File: config.mk
export PLATFORM = sky130hd
export DESIGN_NAME = mrx_telegram_rx
export DESIGN_NICKNAME = d
export VERILOG_FILES = /design/src/rtl/mrx_pkg.sv /design/src/rtl/mrx_tick_gen.sv /design/src/rtl/mrx_frame_rx.sv /design/src/rtl/mrx_err_count.sv /design/src/rtl/mrx_telegram_rx.sv
export SDC_FILE = /design/constraint.sdc
export NUM_CORES = 1
export LEC_CHECK = 0
export CAP_MARGIN = 20
export CORE_MARGIN = 1.5
export CORE_UTILIZATION = 60
export CTS_CLUSTER_DIAMETER = 200
export DETAILED_ROUTE_END_ITERATION = 8
export DONT_BUFFER_PORTS = 1
export PLACE_DENSITY = 0.83
export RECOVER_POWER = 50
export SLEW_MARGIN = 15
export SYNTH_ARGS = -nofsm -noshare
export SYNTH_HDL_FRONTEND = slang
export SYNTH_SLANG_ARGS = --single-unit
export TNS_END_PERCENT = 20
File: constraint.sdc
create_clock -name clk -period 3.1 [get_ports clk]
set_input_delay 0.31 -clock clk [delete_from_list [all_inputs] [get_ports clk]]
set_output_delay 0.31 -clock clk [all_outputs]
set_load 0.005 [all_outputs]
File: src/rtl/mrx_pkg.sv
`timescale 1ns/1ps
// Shared layout constants, state type and trailer computation for the
// telegram receiver. Assumes trailer length 10 and payloads of 11 or 21 bits.
package mrx_pkg;
    localparam int START_BITS = 2;
    localparam int RES_BITS   = 11;
    localparam int RDO_BITS   = 21;
    localparam int PAR_BITS   = 10;
    localparam int REG_BITS   = 5;

    typedef enum logic [1:0] {RX_IDLE, RX_BITS, RX_DONE} rx_state_t;

    // Trailer bit j is the XOR of payload bits whose index mod PAR_BITS is j.
    function automatic logic [PAR_BITS-1:0] calc_trailer(
        input logic [RDO_BITS-1:0] pay,
        input logic                is_rdo
    );
        logic [PAR_BITS-1:0] acc;
        acc = '0;
        for (int i = 0; i < RDO_BITS; i++) begin
            if (is_rdo || (i < RES_BITS)) begin
                acc[i % PAR_BITS] = acc[i % PAR_BITS] ^ pay[i];
            end
        end
        return acc;
    endfunction
endpackage

File: src/rtl/mrx_tick_gen.sv
`timescale 1ns/1ps
// Sample tick generator: one tick every (DIV_MAX >> rate_i) clocks.
// Assumes DIV_MAX is a power of two of at least 8 for the 2-bit rate code.
module mrx_tick_gen #(
    parameter int DIV_MAX = 8
) (
    input  logic       clk,
    input  logic       rst_n,
    input  logic [1:0] rate_i,
    output logic       tick_o
);
    localparam int CW = $clog2(DIV_MAX);

    logic [CW-1:0] cnt_q;
    logic [CW-1:0] lim;

    // Terminal count for the selected rate.
    always_comb lim = CW'((DIV_MAX >> rate_i) - 1);

    // Free-running divider, wraps at the terminal count.
    always_ff @(posedge clk) begin
        if (!rst_n)            cnt_q <= '0;
        else if (cnt_q >= lim) cnt_q <= '0;
        else                   cnt_q <= cnt_q + 1'b1;
    end

    assign tick_o = (cnt_q >= lim);
endmodule

File: src/rtl/mrx_frame_rx.sv
`timescale 1ns/1ps
// Telegram framer and Manchester decoder. It tracks the quiet time, locks on
// the first rising level after a full gap, samples each half-cell at its
// centre and collects start, payload and trailer bits. It reports the result
// one cycle after the last bit. Assumes SPB is a multiple of 4.
module mrx_frame_rx
    import mrx_pkg::*;
#(
    parameter int SPB       = 8,
    parameter int IDLE_BITS = 2
) (
    input  logic                clk,
    input  logic                rst_n,
    input  logic                tick_i,
    input  logic                line_i,
    input  logic                kind_i,
    output logic                done_o,
    output logic [3:0]          flags_o,
    output logic [REG_BITS-1:0] reg_o,
    output logic [15:0]         data_o
);
    localparam int HALF       = SPB / 2;
    localparam int MID        = HALF / 2;
    localparam int IDLE_TICKS = IDLE_BITS * SPB;
    localparam int RW         = $clog2(IDLE_TICKS + 1);
    localparam int PW         = $clog2(HALF);
    localparam int BW         = 6;

    rx_state_t             st_q;
    logic [RW-1:0]         run_q;
    logic [PW-1:0]         pos_q, pos_nx;
    logic                  half_q, first_q, kind_q;
    logic [BW-1:0]         bitn_q, p_idx, q_idx, paylen, total;
    logic [RDO_BITS-1:0]   pay_q;
    logic [PAR_BITS-1:0]   par_q, par_calc;
    logic                  f_code, f_start, f_abort;

    // Layout-dependent lengths and write indices.
    always_comb begin
        paylen   = kind_q ? BW'(RDO_BITS) : BW'(RES_BITS);
        total    = paylen + BW'(START_BITS + PAR_BITS);
        p_idx    = bitn_q - BW'(START_BITS);
        q_idx    = p_idx - paylen;
        pos_nx   = (pos_q == PW'(HALF - 1)) ? '0 : pos_q + 1'b1;
        par_calc = calc_trailer(pay_q, kind_q);
    end

    // Count consecutive low ticks, saturating at the quiet-gap length.
    always_ff @(posedge clk) begin
        if (!rst_n)                          run_q <= '0;
        else if (tick_i && line_i)           run_q <= '0;
        else if (tick_i && run_q != RW'(IDLE_TICKS)) run_q <= run_q + 1'b1;
    end

    // Frame sequencing, half-cell decoding and result reporting.
    always_ff @(posedge clk) begin
        if (!rst_n) begin
            st_q <= RX_IDLE; pos_q <= '0; half_q <= 1'b0; first_q <= 1'b0;
            kind_q <= 1'b0; bitn_q <= '0; pay_q <= '0; par_q <= '0;
            f_code <= 1'b0; f_start <= 1'b0; f_abort <= 1'b0;
            done_o <= 1'b0; flags_o <= '0; reg_o <= '0; data_o <= '0;
        end else begin
            done_o  <= 1'b0;
            flags_o <= '0;
            case (st_q)
                RX_IDLE: begin
                    if (tick_i && line_i && run_q == RW'(IDLE_TICKS)) begin
                        st_q <= RX_BITS; pos_q <= '0; half_q <= 1'b0;
                        bitn_q <= '0; kind_q <= kind_i; pay_q <= '0; par_q <= '0;
                        f_code <= 1'b0; f_start <= 1'b0; f_abort <= 1'b0;
                    end
                end
                RX_BITS: begin
                    if (tick_i) begin
                        if (!line_i && run_q == RW'(IDLE_TICKS - 1)) begin
                            f_abort <= 1'b1;
                            st_q    <= RX_DONE;
                        end else begin
                            pos_q <= pos_nx;
                            if (pos_nx == PW'(MID)) begin
                                if (!half_q) begin
                                    first_q <= line_i;
                                    half_q  <= 1'b1;
                                end else begin
                                    half_q <= 1'b0;
                                    if (line_i == first_q) f_code <= 1'b1;
                                    if (bitn_q < BW'(START_BITS)) begin
                                        if (line_i != bitn_q[0]) f_start <= 1'b1;
                                    end else if (p_idx < paylen) begin
                                        pay_q[p_idx[4:0]] <= line_i;
                                    end else begin
                                        par_q[q_idx[3:0]] <= line_i;
                                    end
                                    bitn_q <= bitn_q + 1'b1;
                                    if (bitn_q == total - 1'b1) st_q <= RX_DONE;
                                end
                            end
                        end
                    end
                end
                default: begin
                    done_o  <= 1'b1;
                    flags_o <= {f_abort, f_start, (!f_abort && par_calc != par_q), f_code};
                    reg_o   <= kind_q ? pay_q[REG_BITS-1:0] : '0;
                    data_o  <= kind_q ? pay_q[RDO_BITS-1:REG_BITS]
                                      : {5'b0, pay_q[RES_BITS-1:0]};
                    st_q    <= RX_IDLE;
                end
            endcase
        end
    end
endmodule

File: src/rtl/mrx_err_count.sv
`timescale 1ns/1ps
// Saturating counter of bad telegrams; a clear has priority over a step.
module mrx_err_count #(
    parameter int W = 8
) (
    input  logic         clk,
    input  logic         rst_n,
    input  logic         clr_i,
    input  logic         inc_i,
    output logic [W-1:0] cnt_o
);
    // Step once per bad telegram, hold at all ones.
    always_ff @(posedge clk) begin
        if (!rst_n || clr_i)            cnt_o <= '0;
        else if (inc_i && !(&cnt_o))    cnt_o <= cnt_o + 1'b1;
    end
endmodule

File: src/rtl/mrx_telegram_rx.sv
`timescale 1ns/1ps
// Top of the upstream telegram receiver: tick divider, framer/decoder and
// error counter. Assumes the line is already sliced to one bit.
module mrx_telegram_rx #(
    parameter int SPB       = 8,
    parameter int IDLE_BITS = 2,
    parameter int ERRC_W    = 8
) (
    input  logic              clk,
    input  logic              rst_n,
    input  logic              line_i,
    input  logic [1:0]        rate_i,
    input  logic              kind_i,
    input  logic              err_clr_i,
    output logic              done_o,
    output logic              err_o,
    output logic [3:0]        flags_o,
    output logic [4:0]        reg_o,
    output logic [15:0]       data_o,
    output logic [ERRC_W-1:0] err_cnt_o
);
    localparam int DIV_MAX = 8;

    logic tick;

    mrx_tick_gen #(.DIV_MAX(DIV_MAX)) tick_i (
        .clk(clk), .rst_n(rst_n), .rate_i(rate_i), .tick_o(tick)
    );

    mrx_frame_rx #(.SPB(SPB), .IDLE_BITS(IDLE_BITS)) frame_i (
        .clk(clk), .rst_n(rst_n), .tick_i(tick), .line_i(line_i),
        .kind_i(kind_i), .done_o(done_o), .flags_o(flags_o),
        .reg_o(reg_o), .data_o(data_o)
    );

    assign err_o = done_o && (flags_o != 4'b0);

    mrx_err_count #(.W(ERRC_W)) cnt_i (
        .clk(clk), .rst_n(rst_n), .clr_i(err_clr_i), .inc_i(err_o),
        .cnt_o(err_cnt_o)
    );
endmodule

==> flow_metrics.env <==
export IMPL_dp_hpwl_mm=7.96
export IMPL_netlist_area_um2=4770
export IMPL_drv_slew=0
export IMPL_finalHoldViolations=0
export IMPL_initial_core_util_pct=61.8
export IMPL_nets=572
export IMPL_area_growth_pct=5.16
export IMPL_pwr_density_cell_nw_per_um2=434
export IMPL_grt_pass1_vias=3709
export IMPL_synth_warnings=0
export IMPL_fin_skew_ns=0.0101
export IMPL_maxCapViolCount=0
export IMPL_cp_cell_sequence="inv_1, ha_1, xor2_1, ha_1, a21oi_1, o22ai_1, nor3_2, buf_4, a31oi_1, o21ai_0, o21ai_0"
export IMPL_drtAntennaViolNets=0
export IMPL_grt_max_degree=62
export IMPL_cp_end_kind="flip-flop"
export IMPL_synth_distinct_cells=60
export IMPL_final_common_cell="dfxtp_1"
export IMPL_clk_insertion_delay_late_ns=0.36
export IMPL_min_delay_path_class="in2reg"
export IMPL_yosys_area_top_type="dfxtp_1"
export IMPL_finalCritPeriodShare_pct=93.5
export IMPL_synth_area_leaders="dfxtp_1, o21ai_0, ha_1, nand2_1, xor2_1"
export IMPL_antenna_found_initial=0
export IMPL_avgSynthCellArea_um2=8.50
export IMPL_relSlewSlack_pct=4.46
export IMPL_drcViolationCount=0
export IMPL_period_needed_ns=2.90
export IMPL_utilization_pct=65.0
export IMPL_cts_tree="done"
export IMPL_yosys_most_used_dff="dfxtp_1"
export IMPL_setup_viol=0
export IMPL_synth_async_reset_ratio_pct=0
export IMPL_drt_first_pass_iters=5
export IMPL_rsz0062_at_grt="false"
export IMPL_design_core_area_um2=7730
export IMPL_cts_sinks=89
export IMPL_overflow=0
export IMPL_drt_wl_total_mm=11.3
export IMPL_post_place_ws_ns=0.127
export IMPL_place_congestion=0.924
export IMPL_netlist_instances=562
export IMPL_ir_worst_vdd_mv=0.315
export IMPL_cp_start_kind="flip-flop"
export IMPL_critPathKind="reg2reg"
export IMPL_syn_nets=589
export IMPL_mostFrequentLayoutCells="dfxtp_1, o21ai_0, nand2_1, a31oi_1, nor2_1"
export IMPL_status="completed"
export IMPL_cp_slowest_cell="dfxtp_2"
export IMPL_cts_root_buf="clkbuf_8"
export IMPL_die_height_um=92.2
export IMPL_wl_per_cell_um=17.3
export IMPL_worst_slew_pin_slew_ns=1.43
export IMPL_cts_made_buffers=9
export IMPL_cts_hold_buf=0
export IMPL_required_ns=3.34
export IMPL_dieArea_um2=8500
export IMPL_cts_htree_levels=3
export IMPL_ios=42
export IMPL_fmax_mhz=345
export IMPL_cp_max_fo=21
export IMPL_ys_ff_latch=89
export IMPL_row_count=32
export IMPL_p_leak_nw=1.77
export IMPL_clkTransAtPathRegs_ns=0.09
export IMPL_synth_top_area_share_pct=37.3
export IMPL_synth_edf_count=0
export IMPL_avgViaCountPerCell=6.47
export IMPL_dr_total_vias=4219
export IMPL_drive_gt1_share_pct=7.82
export IMPL_drtIter0Drc=457
export IMPL_worstPathArrival_ns=3.13
export IMPL_tns_ns=0
export IMPL_die_w_um=92.2
export IMPL_crit_path_max_incr_delay_ns=0.42
export IMPL_track_usage_pct=26.8
export IMPL_clockBufferDepth=2
export IMPL_io_buffers=0
export IMPL_worst_slack_ns=0.203
export IMPL_ys_seq_area_share_pct=37.3
export IMPL_diodes=0
export IMPL_grt_pass1_wl_mm=18.1
per-stage QoR:
step                      instances  hold WS (ns)  power, mW  instance area, um2
after global placement          634         0.431       1.30                4790
after floorplan                 562         0.417       1.29                4770
after detailed placement        634         0.441       1.31                4790
final                           652        0.0940       2.18                5020
after global routing            652        0.0800       2.26                5020
after CTS                       650        0.0633       2.19                5010
sequential cells by signal, indices dropped and copies added, names as in the netlist, 2 cells and up:
signal,count
frame_i.bitn_q,6
frame_i.par_q,10
frame_i.reg_o,5
frame_i.run_q,5
frame_i.data_o,16
tick_i.cnt_q,3
cnt_i.cnt_o,8
frame_i.pos_q,2
frame_i.st_q,2
frame_i.pay_q,21
frame_i.flags_o,4
Yosys cell counts, types with 5 or more instances:
cell	number
dfxtp_1	89
o21ai_0	63
nand2_1	60
a31oi_1	29
nor2_1	29
clkbuf_1	26
a21oi_1	23
xor2_1	22
ha_1	20
nand3_1	18
inv_1	15
a21boi_0	13
mux2i_1	13
xnor2_1	12
nor2b_1	10
o211a_1	10
o22ai_1	9
and3_1	8
o21ai_1	8
o211ai_1	7
nand4_1	6
nand2b_1	5
worst paths after layout:
| kind | endpoint | cells after the start | from | slack, ns |
|---|---|---|---|---|
| worst min register to register | tick_i.cnt_q[0] | 1 | tick_i.cnt_q[0] | 0.46 |
| worst max register to register | frame_i.pay_q[8] | 11 | frame_i.bitn_q[1] | 0.20 |
| worst max-delay path | frame_i.pay_q[8] | 11 | frame_i.bitn_q[1] | 0.20 |
| worst min-delay path | frame_i.run_q[2] | 1 | rst_n | 0.09 |
power breakdown:
group | total [mW] | internal, mW | switching [mW]
sequential | 1.17 | 1.15 | 0.0112
clock | 0.897 | 0.461 | 0.436
combinational | 0.118 | 0.0411 | 0.0770
total | 2.18 | 1.66 | 0.524
critical path, delay by kind of cell, from the launching register on:
kind                     cells  cell delay, ns
AO/OA/AOI/OAI                5            0.75
XOR/XNOR                     1            0.18
adder cells (fa/ha/maj)      2            0.71
buffers and inverters        2            0.42
flip-flops                   1            0.42
AND/OR/NAND/NOR              1            0.31
layer usage:
| layer | wire [um] | vias up | part of all wire, % | track usage, % |
|---|---|---|---|---|
| met3 | 844 | 33 | 7.5 | 5.22 |
| met5 | 0 | - | 0 | 0 |
| met1 | 4750 | 1991 | 42 | 34.0 |
| li1 | - | 2004 | - | - |
| met4 | 400 | 0 | 3.5 | 13.1 |
| met2 | 5290 | 191 | 47 | 43.5 |
repair_timing:
action                     CTS  global route
resized for setup            0             2
hold endpoints to repair     0             0
buffers inserted             0             1
setup endpoints to repair    0            21
cells by family after synthesis:
kind of cell	synth area share, %
AOI/OAI and AO/OA	25.0
DFF	37.3
and+or+nand+nor	18.9
muxes	2.73
buffers and inverters	4.51
adders and majority gates	5.24
xor gates and xnor gates	6.24
cell type report:
class	count	area, um2
multi-input combinational	422	2780
fill	624	2710
sequential	89	1780
tap	102	128
clock buffer	9	124
clock inverter	7	98.8
inverter	15	56.3
timing repair buffer	8	52.6
Power figures use the tool's default switching activity.
